==> src/rtl/pa_adapt_pkg.sv <==
package pa_adapt_pkg;

    localparam int unsigned PA_INT_W    = 43;
    localparam int unsigned PA_NARROW_W = 41;

    typedef enum logic {
        PA_MODE_WIDE   = 1'b0,
        PA_MODE_NARROW = 1'b1
    } pa_mode_e;

    function automatic pa_mode_e mode_of(input logic narrow_bit);
        return narrow_bit ? PA_MODE_NARROW : PA_MODE_WIDE;
    endfunction

endpackage

==> src/rtl/pa_mode_xlate.sv <==
module pa_mode_xlate
    import pa_adapt_pkg::*;
#(
    parameter int unsigned ADDR_W   = PA_INT_W,
    parameter int unsigned NARROW_W = PA_NARROW_W
) (
    input  logic [ADDR_W-1:0] in_addr,
    input  pa_mode_e          mode,
    output logic [ADDR_W-1:0] out_addr,
    output logic              drop_nz
);
    localparam int unsigned DROP_W = ADDR_W - NARROW_W;

    logic [DROP_W-1:0] dropped;

    assign dropped = in_addr[ADDR_W-1:NARROW_W];

    always_comb begin
        out_addr = in_addr;
        drop_nz  = 1'b0;
        if (mode == PA_MODE_NARROW) begin
            out_addr[ADDR_W-1:NARROW_W] = '0;
            drop_nz = |dropped;
        end
    end

endmodule

==> src/rtl/pa_out_stage.sv <==
module pa_out_stage
    import pa_adapt_pkg::*;
#(
    parameter int unsigned ADDR_W   = PA_INT_W,
    parameter int unsigned NARROW_W = PA_NARROW_W
) (
    input  logic              clk,
    input  logic              rst,
    input  logic              in_valid,
    output logic              in_ready,
    input  logic [ADDR_W-1:0] in_addr,
    input  logic              in_bad,
    input  pa_mode_e          in_mode,
    output logic              out_valid,
    input  logic              out_ready,
    output logic [ADDR_W-1:0] out_addr,
    output logic              out_bad,
    output pa_mode_e          out_mode,
    output logic              bad_xfer
);
    logic accept;

    assign in_ready = !out_valid || out_ready;
    assign accept   = in_valid && in_ready;
    assign bad_xfer = out_valid && out_ready && out_bad;

    always_ff @(posedge clk) begin
        if (rst) begin
            out_valid <= 1'b0;
            out_addr  <= '0;
            out_bad   <= 1'b0;
            out_mode  <= PA_MODE_WIDE;
        end else if (accept) begin
            out_valid <= 1'b1;
            out_addr  <= in_addr;
            out_bad   <= in_bad;
            out_mode  <= in_mode;
        end else if (out_ready) begin
            out_valid <= 1'b0;
        end
    end

    // an accepted request is presented on the next cycle
    p_accept_shows_r4: assert property (@(posedge clk) disable iff (rst)
        in_valid && in_ready |=> out_valid);

    // a stalled address holds
    p_stall_hold_r5: assert property (@(posedge clk) disable iff (rst)
        out_valid && !out_ready |=> out_valid && $stable(out_addr) && $stable(out_bad));

    // narrow-mode entries carry zero upper bits
    p_narrow_upper_zero_r3: assert property (@(posedge clk) disable iff (rst)
        out_valid && out_mode == PA_MODE_NARROW |-> out_addr[ADDR_W-1:NARROW_W] == '0);

endmodule

==> src/rtl/pa_err_sticky.sv <==
module pa_err_sticky (
    input  logic clk,
    input  logic rst,
    input  logic set_pulse,
    input  logic clr_pulse,
    output logic flag
);
    always_ff @(posedge clk) begin
        if (rst)
            flag <= 1'b0;
        else if (set_pulse)
            flag <= 1'b1;
        else if (clr_pulse)
            flag <= 1'b0;
    end

    // flag holds without a clear
    p_sticky_hold_r7: assert property (@(posedge clk) disable iff (rst)
        flag && !clr_pulse |=> flag);

    // a clear alone empties the flag
    p_clear_works_r7: assert property (@(posedge clk) disable iff (rst)
        clr_pulse && !set_pulse |=> !flag);

    // set beats clear
    p_set_wins_r7: assert property (@(posedge clk) disable iff (rst)
        set_pulse |=> flag);

endmodule

==> src/rtl/pa_width_adapter.sv <==
module pa_width_adapter
    import pa_adapt_pkg::*;
#(
    parameter int unsigned ADDR_W   = PA_INT_W,
    parameter int unsigned NARROW_W = PA_NARROW_W
) (
    input  logic              clk,
    input  logic              rst,
    input  logic              cfg_narrow,
    input  logic              req_valid,
    output logic              req_ready,
    input  logic [ADDR_W-1:0] req_addr,
    output logic              bus_valid,
    input  logic              bus_ready,
    output logic [ADDR_W-1:0] bus_addr,
    output logic              err_flag,
    input  logic              err_clr
);
    pa_mode_e          cur_mode;
    pa_mode_e          held_mode;
    logic [ADDR_W-1:0] xl_addr;
    logic              xl_bad;
    logic              held_bad;
    logic              bad_xfer;

    assign cur_mode = mode_of(cfg_narrow);

    pa_mode_xlate #(.ADDR_W(ADDR_W), .NARROW_W(NARROW_W)) u_xlate (
        .in_addr (req_addr),
        .mode    (cur_mode),
        .out_addr(xl_addr),
        .drop_nz (xl_bad)
    );

    pa_out_stage #(.ADDR_W(ADDR_W), .NARROW_W(NARROW_W)) u_stage (
        .clk      (clk),
        .rst      (rst),
        .in_valid (req_valid),
        .in_ready (req_ready),
        .in_addr  (xl_addr),
        .in_bad   (xl_bad),
        .in_mode  (cur_mode),
        .out_valid(bus_valid),
        .out_ready(bus_ready),
        .out_addr (bus_addr),
        .out_bad  (held_bad),
        .out_mode (held_mode),
        .bad_xfer (bad_xfer)
    );

    pa_err_sticky u_err (
        .clk      (clk),
        .rst      (rst),
        .set_pulse(bad_xfer),
        .clr_pulse(err_clr),
        .flag     (err_flag)
    );

    // the error only follows a completed bus handshake
    p_err_after_xfer_r6: assert property (@(posedge clk) disable iff (rst)
        $rose(err_flag) |-> $past(bus_valid && bus_ready));

    // wide-mode entries never carry an error
    p_wide_no_err_r2: assert property (@(posedge clk) disable iff (rst)
        bus_valid && held_mode == PA_MODE_WIDE |-> !held_bad);

    // captured mode does not move while stalled
    p_mode_held_r8: assert property (@(posedge clk) disable iff (rst)
        bus_valid && !bus_ready |=> $stable(held_mode));

endmodule

==> config.mk <==
export PLATFORM = sky130hd
export DESIGN_NAME = pa_width_adapter
export DESIGN_NICKNAME = d
export VERILOG_FILES = /design/src/rtl/pa_adapt_pkg.sv /design/src/rtl/pa_mode_xlate.sv /design/src/rtl/pa_out_stage.sv /design/src/rtl/pa_err_sticky.sv /design/src/rtl/pa_width_adapter.sv
export SDC_FILE = /design/constraint.sdc
export NUM_CORES = 1
export LEC_CHECK = 0
export BUFFER_PORTS_ARGS = -buffer_cell sky130_fd_sc_hd__buf_2
export CAP_MARGIN = 20
export CELL_PAD_IN_SITES_DETAIL_PLACEMENT = 2
export CELL_PAD_IN_SITES_GLOBAL_PLACEMENT = 2
export CORE_MARGIN = 2
export CORE_UTILIZATION = 25
export DETAILED_ROUTE_END_ITERATION = 10
export HOLD_SLACK_MARGIN = 0.12
export PLACE_DENSITY = 0.8
export SLEW_MARGIN = 20
export SYNTH_ARGS = -nofsm -noshare
export SYNTH_HDL_FRONTEND = slang
export SYNTH_SLANG_ARGS = --single-unit
==> constraint.sdc <==
create_clock -name clk -period 1.3 [get_ports clk]
set_input_delay 0.13 -clock clk [delete_from_list [all_inputs] [get_ports clk]]
set_output_delay 0.13 -clock clk [all_outputs]
set_load 0.005 [all_outputs]
==> Word level (Yosys, flattened, before mapping) <==
Index checks and enable logic that the tools add are counted.
{ "classes": {"muxes": 7, "n_reduce_logical": 8} }
{ "ops": {"columns": ["cell", "n"], "rows": [
  ["$mux W1", 6],
  ["$reduce_bool A2 Y1", 2],
  ["$logic_and A1 B1 Y1", 3],
  ["$mux W2", 1],
  ["$reduce_or A2 Y1", 1],
  ["$logic_not A1 Y1", 1],
  ["$logic_or A1 B1 Y1", 1]
]} }
{ "totals": {"register_bits": 46, "in_bits": 49, "out_inout_bits": 46, "word_cells": 19} }

==> Longest topological paths before layout <==
Gate-level depths: netlist (run 1).
{ "logic_depth": {"word_depth": 4, "ltp_mapped": 6} }

==> By module <==
A second synthesis (run 1) with hierarchy kept.
{ "hier_totals": {"hier_cells": 258, "area_unflattened_um2": 2486.1} }
{ "modules_own_cells": {"columns": ["module", "n_inst", "cells_per_inst", "area_each_um2"], "rows": [
  ["pa_out_stage", 1, 210, 2119.5],
  ["pa_mode_xlate", 1, 44, 327.8],
  ["pa_err_sticky", 1, 4, 38.8]
]} }

==> Least setup slack after synthesis (run 1) <==
OpenSTA, ideal clock, no wires.
{ "synth_timing": {"path_kind": "reg-to-reg", "from": "reg u_stage.out_valid", "to": "reg u_stage.out_addr[22]", "setup_ns": 0.137, "arrival_time_ns": 0.931, "setup_slack_ns": 0.232, "stages_incl_launch_ff": 7, "n_path_buf": 2, "synth_period_minus_slack_ns": 1.068, "path_cell_list": "dfxtp_1 nor2b_4 buf_8 inv_12 buf_8 nand3_1 a21oi_1"} }
{ "synth_via": {"elab_chain_cells": 3} }
{ "synth_rtl": {"columns": ["element", "line_no", "rtl"], "rows": [
  ["start: declaration", "pa_out_stage.sv:14", "output logic out_valid,"],
  ["start signal: assignment", "pa_out_stage.sv:29", "out_valid <= 1'b0;"],
  ["start signal: assignment", "pa_out_stage.sv:34", "out_valid <= 1'b1;"],
  ["start signal: assignment", "pa_out_stage.sv:39", "out_valid <= 1'b0;"],
  ["$logic_not A1 Y1", "pa_out_stage.sv:23", "assign in_ready = !out_valid || out_ready;"],
  ["$logic_or A1 B1 Y1", "pa_out_stage.sv:23", null],
  ["$logic_and A1 B1 Y1", "pa_out_stage.sv:24", "assign accept = in_valid && in_ready;"],
  ["end signal: assignment", "pa_out_stage.sv:35", "out_addr <= in_addr;"],
  ["end: declaration", "pa_out_stage.sv:16", "output logic [ADDR_W-1:0] out_addr,"]
]} }
Every way passes these cells.
A chain may end at the register's enable or synchronous reset.

==> Final worst setup path (run 1) <==
{ "layout_timing": {"from": "reg u_stage.out_valid", "to": "out req_ready"} }
{ "layout_via": {"elab_chain_cells": 2} }
{ "layout_rtl": {"columns": ["element", "line_no", "rtl"], "rows": [
  ["$logic_not A1 Y1", "pa_out_stage.sv:23", null],
  ["$logic_or A1 B1 Y1", "pa_out_stage.sv:23", null],
  ["end: declaration", "pa_width_adapter.sv:11", "output logic req_ready,"]
]} }
Every way passes these cells.

==> results of run 1 <==
==> layer usage <==
layer	routed length [um]	global-route usage, %
met1	3146	20.17
met2	3906	33.94
met3	436	4.963
met4	71	3.856
met5	0	0
==> worst paths after layout <==
kind / end / cells after the start
hold reg to reg: u_stage.out_addr[11] / 2
hold / removal: u_err.flag / 3
setup / recovery: req_ready / 4
setup reg to reg: u_stage.out_addr[27] / 5
==> cells in the final DEF, fill, tap and decap left out <==
| cell type | synthesis | routed |
|---|---|---|
| sky130_fd_sc_hd__inv_12 | 1 | 1 |
| sky130_fd_sc_hd__buf_12 | 2 | 4 |
| sky130_fd_sc_hd__o21ai_0 | 40 | 40 |
| sky130_fd_sc_hd__inv_6 | 0 | 2 |
| sky130_fd_sc_hd__clkbuf_8 | 0 | 5 |
| sky130_fd_sc_hd__buf_2 | 3 | 93 |
| sky130_fd_sc_hd__o21ai_1 | 4 | 4 |
| sky130_fd_sc_hd__clkbuf_1 | 4 | 1 |
| sky130_fd_sc_hd__buf_6 | 5 | 3 |
| sky130_fd_sc_hd__a21oi_2 | 4 | 4 |
| sky130_fd_sc_hd__nand2b_1 | 1 | 1 |
| sky130_fd_sc_hd__dfxtp_2 | 0 | 1 |
| sky130_fd_sc_hd__nor2b_4 | 1 | 1 |
| sky130_fd_sc_hd__clkinv_8 | 0 | 1 |
| sky130_fd_sc_hd__dfxtp_1 | 46 | 45 |
| sky130_fd_sc_hd__inv_2 | 1 | 1 |
| sky130_fd_sc_hd__o2111ai_1 | 1 | 1 |
| sky130_fd_sc_hd__clkinvlp_4 | 0 | 1 |
| sky130_fd_sc_hd__nand3_2 | 18 | 18 |
| sky130_fd_sc_hd__a21oi_1 | 42 | 42 |
| sky130_fd_sc_hd__buf_4 | 3 | 6 |
| sky130_fd_sc_hd__dlygate4sd3_1 | 0 | 42 |
| sky130_fd_sc_hd__bufinv_16 | 0 | 1 |
| sky130_fd_sc_hd__nand3_1 | 24 | 24 |
| sky130_fd_sc_hd__nand4b_1 | 2 | 2 |
==> timing repair <==
action / CTS / global route
hold endpoints to repair: 42 / 0
setup endpoints to repair: 2 / 22
hold buffers: 42 / 0
gates cloned: 2 / 1
buffers inserted: 4 / 2
gates resized for setup: 2 / 4
==> final cells by class <==
cell class / count / area, sq um / share of cell area (%)
clock inverters: 2 / 37.54 / 1.222
well taps: 102 / 127.6 / 4.156
multi-input cells: 137 / 812.0 / 26.45
clock buffers: 6 / 72.57 / 2.363
repair buffers: 148 / 1045 / 34.03
flip-flops and latches: 46 / 922.1 / 30.03
repair inverters: 3 / 33.78 / 1.100
inverters: 2 / 20.02 / 0.6520
==> cells by family (layout without fill, tap and decap cells) <==
kind of cell | after synthesis | in the layout | synth area share (%)
AO/OA/AOI/OAI | 91 | 91 | 24.17
buffers and inverters | 25 | 161 | 11.67
flip-flops | 46 | 46 | 46.94
AND/OR/NAND/NOR | 46 | 46 | 17.22
==> stage by stage <==
stage,area (sq um),util [%]
floorplan,1962,-
global placement,2434,31.82
detailed placement,2434,31.82
CTS,3029,39.61
global route,3070,40.15
finish,3070,40.15
==> sequential cells by signal, indices dropped and copies added, names as in the netlist <==
signal / count
u_stage.out_addr: 43
u_err.flag: 1
u_stage.out_bad: 1
u_stage.out_valid: 1
==> worst min-delay path, cell delays in order <==
cell and delay [ps]:
sky130_fd_sc_hd__buf_2 120, sky130_fd_sc_hd__nand3_1 80, sky130_fd_sc_hd__a21oi_1 60
==> report_power, final <==
group | internal [W] | switching (W)
Clock | 0.000575 | 0.000505
Sequential | 0.00149 | 0.0000399
Combinational | 0.000300 | 0.000283
Total | 0.00236 | 0.000828
==> summary by stage, run 1 <==
Critical path
The delay of the slowest cell on the worst path is 350 ps. The slowest stage of the critical path is the sky130_fd_sc_hd__dfxtp_2 cell. The kind of cell with the highest combined delay on the critical path is flip-flops. At the worst endpoint, the required time is 1170 ps.

The highest net fanout along the worst path is 4. Walking the worst path, the cells encountered are nor2b_4, buf_12, inv_12, buf_6. The startpoint identified for the worst register-to-register timing path is u_stage.out_valid. The critical path starts at u_stage.out_valid. The minimum setup slack among reg-to-reg paths is 110 ps. Counting both buffers and inverters, the worst setup path holds a total of 3. The critical path launch point type is a flip-flop. The endpoint class of the critical path is an output pin. The start-to-end type of the worst setup path is flip-flop to output pin. The endpoint arrival time on the critical path is 1100 ps.

Place
The count of buffers added on input and output ports is 94. At the end of routability-driven placement, the weighted congestion stood at 0.6426. The half-perimeter wire length after placement is 4.169 mm.

Including well taps, the total number of placed cells is 387. At the placement stage, the worst setup path has a slack of 43.80 ps.

Global routing
Entering global routing, the biggest net connects 47 pins. Global routing consumed, over all layers together, 18.06% of the routing resources. The first global-routing pass estimated 12.27 mm of wire. Global routing finished with a remaining overflow of 0.

The number of global-route vias before repair is 2,434. The initial antenna violation count was 0.

Logic synthesis
For this run, asynchronously set or reset flops after synthesis account for 0%. The synthesized netlist occupies a cell area of 1962 sq um. The number of flip-flops and latches in the synthesized netlist is 46. The predominant post-synthesis flop cell is sky130_fd_sc_hd__dfxtp_1. After synthesis, the largest area contributor takes up 46.94% of total cell area. The cell taking the most area after synthesis is sky130_fd_sc_hd__dfxtp_1. The number of synthesized flops with an enable pin is 0.

A synthesized cell averages 9.432 sq um. The number of nets handed over by synthesis was 257. After synthesis, the most frequently instantiated cells are sky130_fd_sc_hd__dfxtp_1 (46), sky130_fd_sc_hd__a21oi_1 (42), sky130_fd_sc_hd__o21ai_0 (40). After synthesis, the cell types taking the most area are sky130_fd_sc_hd__dfxtp_1 (47%), sky130_fd_sc_hd__a21oi_1 (11%), sky130_fd_sc_hd__o21ai_0 (10%), sky130_fd_sc_hd__nand3_2 (9.2%), sky130_fd_sc_hd__nand3_1 (6.1%).

The unique cell type count in the Yosys netlist is 20. The Yosys step of the flow raised 0 warnings. Sequential cells were found to cover 46.94% of the synthesized design area.

The most common cell in the netlist is sky130_fd_sc_hd__dfxtp_1. Counting every instance in the synthesized netlist gives 208.

Finish
The fraction of layout instances using a drive strength above 1 is 41.28%. The count of inserted antenna diode cells is 0. In the final design database the tool counted 392 nets. The synthesis-to-finish area growth is 56.50%. The finished layout holds 446 standard cells, fillers aside. The layout has 875 filler cells.

Timing
Hold is met by 125.4 ps. The final worst-path setup slack is 70.97 ps. The hold violation total from the final report is 0.

After routing, the total negative slack on setup checks comes to 0 ps. Setup violations remaining at the end of the flow were counted as 0. The clock period could shrink to 1229 ps. Between clock sinks in the finished design, the worst skew comes to 13.03 ps. The relative slew slack is 83.34%.

The number of pins with negative max-slew slack in the final report was 0. The achievable clock frequency is 0.8136 GHz. The fraction of the cycle the final worst path needs is 94.54%. At the pin with the least slew margin, the transition time is 249.9 ps. Setup repair after global routing left no endpoint under its margin.

Die
The initial core utilization is 25.65%. The floorplan step set the die height to 92.59 um. The core area is 7647 sq um. The top-level I/O count is 95. In this run the core area contains 32 standard-cell rows. The chip width is 92.59 um.

The floorplan step defined a die boundary enclosing 8572 sq um.

Pwr
Total power for the finished layout comes to 0.003192 W. The leakage component of the power is 1.332 nW. The peak supply drop is 0.4743 mV. In this run the power density over the cells is 1039 nW/um^2.

Clock network
The clock-pin slew of the registers on the worst-case setup and hold paths is 100 ps. The number of buffers on the longest clock path is 2. TritonCTS built the clock tree.

TritonCTS created 5 clock buffers. The H-tree depth reported by CTS is 2. The root buffer cell is sky130_fd_sc_hd__clkbuf_8.

The clock sink count is 46. The clock reaches the later pin of the worst-skew pair after 300 ps.

Outcome
The flow ran to the end, and the final reports show no timing, DRC or antenna violations.

Drt
The first detailed-routing pass took 4 iterations. The count of nets left with antenna violations once routing finished came out at 0. The final layout contains routed wiring with a total length of 7.560 mm. After the first detailed-routing iteration, the DRC count stood at 43. Using the TritonRoute via totals, the vias-per-cell ratio works out to 4.758. The residual DRC count is 0.

The final route contains 2,122 vias. The routed length per placed instance is 16.95 um.

Job
The max-cap violation count is 0.

Hold path
The startpoint identified for the worst hold timing path is bus_ready. The worst hold path belongs to the class input pin to flip-flop.
Power figures use the tool's default switching activity.
==> inputs of run 2 (changes only) <==
Settings changed: CORE_ASPECT_RATIO from default to 0.7.
==> run 2 against run 1 <==
  * The flow now finishes with violations (negative setup slack)
  * Power down 4.0%
  * Register-to-register slack lost 110 ps
  * Via count is 0.80% higher
  * Worst hold slack gained 17 ps
  * Sequential power hardly changed
  * Die area rose by 0.13%
  * First-iteration DRC count rose by 12%
  * Flip-flop and latch count unchanged
  * Final cell count rose by 0.22%
==> summary by stage, run 2 (synthesized netlist as in run 1, its figures left out) <==
Outcome
The run finished, with violations left. The checks that failed: negative setup slack.

Critical path
By startpoint and endpoint, the worst setup path is classified as flip-flop to flip-flop. The delay of the slowest cell on the worst path is 340 ps (about the same). The highest net fanout along the worst path came to 12 (+8). STA classifies the critical path endpoint as a flip-flop. The required time of the critical path is 1530 ps (+360 ps). The cell with the largest stage delay on the worst path is sky130_fd_sc_hd__dfxtp_2. The minimum setup slack among reg-to-reg paths was -3 ps (-110 ps). Walking the worst path, the cells encountered are nor2b_4, buf_8, clkbuf_16, o21ai_0, a21oi_1. The critical path launch point type is a flip-flop. The endpoint arrival time on the critical path is 1530 ps (+430 ps). The number of cells on the worst reg-to-reg path is 5 (unchanged). The endpoint identified for the worst register-to-register timing path is u_stage.out_addr[28]. The start of the worst register-to-register path is u_stage.out_valid.

Timing
The worst hold slack was 142.2 ps (+16.79 ps). The fraction of the cycle the final worst path needs is 100.2% (+5.7 points). Setup repair after global routing could not meet its margin everywhere. The time the worst path needs with I/O delays and setup came to 1303 ps (+73.66 ps). The setup clock skew after layout came to 4.603 ps (-8.432 ps). The total setup violations reported at the end of the flow was 1 (+1).

The achievable clock frequency is 0.7676 GHz (-5.7%). The transition time at the pin with the least slew margin came to 364.4 ps (+114.5 ps). The number of pins with negative max-slew slack in the final report is 0 (unchanged). The hold violation total from the final report is 0 (unchanged). The final worst-path setup slack is -2.689 ps (-73.66 ps). The relative slew slack is 75.71% (-7.6 points).

Drt
The routed length per placed instance came to 17.85 um (+5.3%). The total length of routed wires is 7.977 mm (+5.5%). The via density per instance was 4.785 (+0.58%). The post-detailed-route count of antenna-violating nets is 0 (unchanged). The initial detailed-routing violation count was 48 (+12%). The number of search-and-repair iterations in the first detailed-routing pass was 4 (unchanged). The total number of vias is 2,139 (+0.80%).

The residual DRC count was 0 (unchanged).

Finish
The sequential standard cell area is 922.1 sq um (unchanged). The top register by number of flip-flops is u_stage.out_addr. The synthesis-to-finish area growth is 58.86%.

The count of non-filler cells in the finished layout came to 447 (+0.22%). Leaving out fill and tap cells, the most frequent cells in the layout are sky130_fd_sc_hd__buf_2 (94), sky130_fd_sc_hd__dfxtp_1 (45), sky130_fd_sc_hd__a21oi_1 (42), sky130_fd_sc_hd__dlygate4sd3_1 (42), sky130_fd_sc_hd__o21ai_0 (38). The footprint of the multi-input gates is 812.0 sq um (unchanged). The number of flip-flops in the largest register is 43 (unchanged). The number of nets in the layout came to 397 (+1.3%). The fraction of layout instances using a drive strength above 1 is 42.12% (+0.84 points).

The filler cell count was 815 (-6.9%). The leading cell type in the layout, fill and taps excluded is sky130_fd_sc_hd__buf_2. The count of inserted antenna diode cells is 0 (unchanged).

Place
The total of buffers placed on input and output ports is 94 (unchanged). The half-perimeter wire length after placement is 4.469 mm (+7.2%). The placer congestion estimate is 0.6656 (+3.6%). The cell count after placement came to 384 (-0.78%).

Pwr
The ratio of total power to cell area is 983.4 nW/um^2 (-5.4%). The sum of internal, switching and leakage power came to 0.003065 W (-4.0%). The leakage component of the power is 1.365 nW (+2.5%). The peak supply drop is 0.4517 mV (-4.8%).

Global routing
The pin count of the biggest net entering global routing came to 46 (-2.1%). The initial antenna violation count is 0 (unchanged). The total grt overflow is 0 (unchanged). The first-pass GRT wire length is 12.08 mm (-1.5%). The total global-route track usage is 18.21% (+0.15 points).

The global routing stage identified its most utilized layer as met2. The number of global-route vias before repair is 2,388 (-1.9%). The global-route met3 utilization is 3.571% (-1.4 points). The global-route met1 utilization is 21.54% (+1.4 points). The fraction of met2 tracks used by global routing is 33.87% (-0.077 points).

Die
The core area is 7450 sq um (-2.6%). The initial core utilization is 26.34% (+0.68 points). The vertical die dimension is 78.12 um (-16%). The top-level I/O count is 95 (unchanged). The chip width is 109.9 um (+19%). The area enclosed by the die boundary came to 8583 sq um (+0.13%). The total number of placement rows was 26 (-19%).

Clock network
The clock network latency to the later pin of the worst-skew pair came to 290 ps (about the same). The clock-pin slew of the registers on the worst-case setup and hold paths is 90 ps (about the same). The number of buffers on the longest clock path is 2 (unchanged). The TritonCTS clock tree is yes.

The H-tree depth reported by CTS was 2 (unchanged). The number of buffers inserted during clock tree synthesis is 5 (unchanged). The clock sink count was 46 (unchanged). The root buffer cell is sky130_fd_sc_hd__clkbuf_8.

Hold path
The instance count along the most critical hold path came to 3 (unchanged). The path type of the worst min-delay path is input pin to flip-flop. The terminating pin of the worst hold path is u_err.flag. The launch point of the worst hold path is bus_ready.

Job
The max-cap violation count is 0 (unchanged).
-- run 2: cell types whose count changed in the layout (fill, tap and decap cells not counted), moves of 2 or more --
cell	previous run	this run
sky130_fd_sc_hd__buf_4	6	10
sky130_fd_sc_hd__clkbuf_16	0	2
sky130_fd_sc_hd__o21ai_0	40	38
sky130_fd_sc_hd__o21ai_1	4	6
sky130_fd_sc_hd__buf_6	3	0
-- run 2: through the flow --
stage | setup WS (ps) | setup TNS (ps) | cell area [sq um] | utilization, %
floorplan | 232.2 | 0 | 1962 | -
global placement | 152.2 | 0 | 2461 | 33.04
detailed placement | 32.09 | 0 | 2461 | 33.04
CTS | 2.542 | 0 | 3018 | 40.51
global route | -78.58 | -1528 | 3117 | 41.84
finish | -2.689 | -2.689 | 3117 | 41.84
-- run 2: repair_timing --
action,CTS,global route
hold buffers,42,0
resized for setup,2,3
setup endpoints to repair,1,43
cloned,2,2
buffers inserted,3,6
pin swaps,0,30
endpoints found under the hold margin,42,0
-- run 2: how the worst max path moves through the flow --
stage,end,start
3_5_place_dp,u_stage.out_addr[19],u_stage.out_valid
4_1_cts,u_stage.out_addr[19],u_stage.out_valid
2_1_floorplan,u_stage.out_addr[22],u_stage.out_valid
3_3_place_gp,u_stage.out_bad,u_stage.out_valid
6_report,u_stage.out_addr[28],u_stage.out_valid
5_1_grt,u_stage.out_addr[28],u_stage.out_valid
-- run 2: where the power goes --
part | total [W] | switching (W) | leakage (nW) | internal (W)
combinational | 0.000616 | 0.000295 | 0.938 | 0.000321
sequential | 0.00153 | 0.0000395 | 0.379 | 0.00149
clock | 0.000920 | 0.000490 | 0.0482 | 0.000430
-- run 2: cell type report --
type                            count  share of cell area, %
Multi-Input combinational cell    137                  26.05
Clock buffer                        7                  2.770
Clock inverter                      1                 0.1606
Timing Repair Buffer              154                  36.29
Sequential cell                    46                  29.59
Timing Repair inverter              2                 0.5620
Inverter                            2                 0.6423
Tap cell                           98                  3.934
-- run 2: metal layers --
layer / share of wire (%) / routed length (um)
met1: 45 / 3585
met2: 50 / 4000
met3: 4.3 / 345
met4: 0.56 / 45
met5: 0 / 0
-- run 2: critical path: cells and delay by family (launching register included) --
family | cells | cell delay (ps)
AND/OR/NAND/NOR | 1 | 300
flip-flops | 1 | 340
buffers and inverters | 2 | 360
AO/OA/AOI/OAI | 2 | 250
==> inputs of run 3 (changes only) <==
Settings changed: CELL_PAD_IN_SITES_DETAIL_PLACEMENT 2 to 0.
==> run 3 against run 2 <==
  * The run now ends clean
  * Sequential share of layout area fell by 0.095 points
  * Largest power group unchanged
  * Worst setup slack improved by 14 ps
  * Flip-flop and latch count did not move
  * Non-clock buffer count grew 1
  * Core utilization is 0.13 points higher
  * Routed wire length down 16%
==> summary by stage, run 3 (synthesized netlist as in run 1, its figures left out) <==
Die
The area enclosed by the die boundary is 8583 sq um (unchanged). The initial core utilization is 26.34% (unchanged). The total number of placement rows is 26 (unchanged). The top-level I/O count is 95 (unchanged). The vertical die dimension is 78.12 um (unchanged). The chip width is 109.9 um (unchanged). The core area was 7450 sq um (unchanged).

Finish
The leading cell type in the layout, fill and taps excluded is sky130_fd_sc_hd__buf_2. The number of flip-flops in the largest register is 43 (unchanged). The top register by number of flip-flops is u_stage.out_addr. The count of non-filler cells in the finished layout is 448 (+0.22%).

The number of nets in the layout is 398 (+0.25%). The utilization after layout is 41.97% (+0.13 points). The fraction of layout instances using a drive strength above 1 is 42.00% (-0.12 points).

The count of inserted antenna diode cells is 0 (unchanged). The sequential standard cell area is 922.1 sq um (unchanged). The top cell types in the final layout, fill and taps aside, are sky130_fd_sc_hd__buf_2 (94), sky130_fd_sc_hd__dfxtp_1 (45), sky130_fd_sc_hd__dlygate4sd3_1 (43). The footprint of the multi-input gates is 812.0 sq um (unchanged).

The filler cell count is 769 (-5.6%). The synthesis-to-finish area growth is 59.38%.

Drt
The post-detailed-route count of antenna-violating nets is 0 (unchanged). The via density per instance came to 4.645 (-2.9%). The initial detailed-routing violation count is 96 (+100%). The routed length per placed instance was 15.01 um (-16%). The residual DRC count is 0 (unchanged).

The number of search-and-repair iterations in the first detailed-routing pass is 4 (unchanged). The total length of routed wires is 6.725 mm (-16%). The total number of vias is 2,081 (-2.7%).

Timing
The total setup violations reported at the end of the flow is 0 (-1). The setup clock skew after layout is 2.245 ps (-2.358 ps). The transition time at the pin with the least slew margin is 352.9 ps (-11.48 ps). The worst hold slack is 141.2 ps (-0.9920 ps). Setup repair after global routing could not meet its margin everywhere.

The hold violation total from the final report is 0 (unchanged). The relative slew slack is 76.47% (+0.77 points). The time the worst path needs with I/O delays and setup is 1289 ps (-13.72 ps). The achievable clock frequency came to 0.7758 GHz (+1.1%). The number of pins with negative max-slew slack in the final report is 0 (unchanged).

The final worst-path setup slack is 11.03 ps (+13.72 ps). The setup TNS after final layout is 0 ps (+2.689 ps). The fraction of the cycle the final worst path needs came to 99.15% (-1.1 points).

Critical path
The endpoint arrival time on the critical path is 1520 ps (about the same). The endpoint class of the critical path is a flip-flop. The critical path launch point type is a flip-flop.

The highest net fanout along the worst path came to 9 (-3). The required time of the critical path is 1530 ps (about the same). The start-to-end type of the worst setup path is flip-flop to flip-flop.

The minimum setup slack among reg-to-reg paths is 10 ps (about the same).

Place
The setup slack after placement is 95.51 ps (+63.43 ps). The cell count after placement is 384 (unchanged). The half-perimeter wire length after placement is 3.667 mm (-18%). The placer congestion estimate is 0.6656 (unchanged). The total of buffers placed on input and output ports was 94 (unchanged).

Clock network
TritonCTS built the clock tree. The clock sink count is 46 (unchanged). CTS placed an instance of sky130_fd_sc_hd__clkbuf_8 at the clock tree root. The clock network latency to the later pin of the worst-skew pair is 300 ps (about the same). The number of buffers inserted during clock tree synthesis is 5 (unchanged). The clock-pin slew of the registers on the worst-case setup and hold paths is 90 ps (about the same). The H-tree depth reported by CTS is 2 (unchanged). The number of buffers on the longest clock path came to 2 (unchanged).

Global routing
The total grt overflow is 0 (unchanged). The total global-route track usage is 14.59% (-3.6 points). The number of global-route vias before repair is 1,958 (-18%). The global-route met1 utilization was 20.05% (-1.5 points). The layer with the highest usage after global routing is met2. The fraction of met2 tracks used by global routing came to 22.58% (-11 points). The initial antenna violation count is 0 (unchanged).

The first-pass GRT wire length came to 9.846 mm (-19%). The pin count of the biggest net entering global routing is 46 (unchanged). The global-route met3 utilization is 3.571% (unchanged).

Pwr
The peak supply drop is 0.4260 mV (-5.7%). The leakage component of the power came to 1.369 nW (+0.31%). The ratio of total power to cell area is 977.1 nW/um^2 (-0.64%).

Outcome
The flow ran to the end, and the final reports show no timing, DRC or antenna violations.

Hold path
The tightest min-delay check is of the input pin to flip-flop type.

Job
The max-cap violation count is 0 (unchanged).
==> run 3: cell count changes in the layout (fill, tap and decap cells not counted), sizes merged <==
cell	previous run	this run
dlygate4sd3	42	43
==> run 3: timing repair <==
action / in CTS / in global routing
resized for setup: 1 / 3
buffers inserted: 2 / 7
endpoints found under the hold margin: 44 / 0
endpoints found under the setup margin: 1 / 35
gates cloned: 1 / 3
pin swaps: 0 / 21
hold buffers: 43 / 0
==> run 3: path summary, 6_finish.rpt <==
kind | from | endpoint | depth (start not counted)
hold / removal | req_addr[41] | u_stage.out_addr[41] | 3
hold reg to reg | u_stage.out_addr[26] | u_stage.out_addr[26] | 2
setup / recovery | u_stage.out_valid | u_stage.out_addr[3] | 5
setup reg to reg | u_stage.out_valid | u_stage.out_addr[3] | 5
==> run 3: report_power, final <==
part / leakage [nW] / internal, W / switching (W)
sequential: 0.379 / 0.00149 / 0.0000365
clock: 0.0482 / 0.000430 / 0.000499
combinational: 0.942 / 0.000322 / 0.000279
total: 1.37 / 0.00224 / 0.000814
==> run 3: per-layer routing <==
metal / part of all wire [%] / vias to the layer above
met1: 51 / 973
met4: 0.73 / 0
li1: - / 1027
met5: 0 / -
met2: 42 / 76
met3: 6.8 / 5
==> run 3: stage by stage <==
step / instance area (sq um) / total power (W)
6_report: 3127 / 0.003055
5_1_grt: 3127 / 0.003229
4_1_cts: 3008 / 0.003057
3_5_place_dp: 2461 / 0.002007
3_3_place_gp: 2461 / 0.002000
2_1_floorplan: 1962 / 0.001809
==> run 3: cell type report <==
cell class	instances	area share [%]
Clock buffer	7	2.761
Clock inverter	1	0.1601
Inverter	2	0.6403
Multi-Input combinational cell	137	25.97
Sequential cell	46	29.49
Tap cell	98	3.922
Timing Repair Buffer	155	36.49
Timing Repair inverter	2	0.5602
==> run 3: worst max-delay path, stage by stage (launching register included) <==
cell,delay (ps)
sky130_fd_sc_hd__dfxtp_2,340
sky130_fd_sc_hd__nor2b_4,290
sky130_fd_sc_hd__buf_8,190
sky130_fd_sc_hd__clkbuf_16,160
sky130_fd_sc_hd__o21ai_0,70
sky130_fd_sc_hd__a21oi_1,170
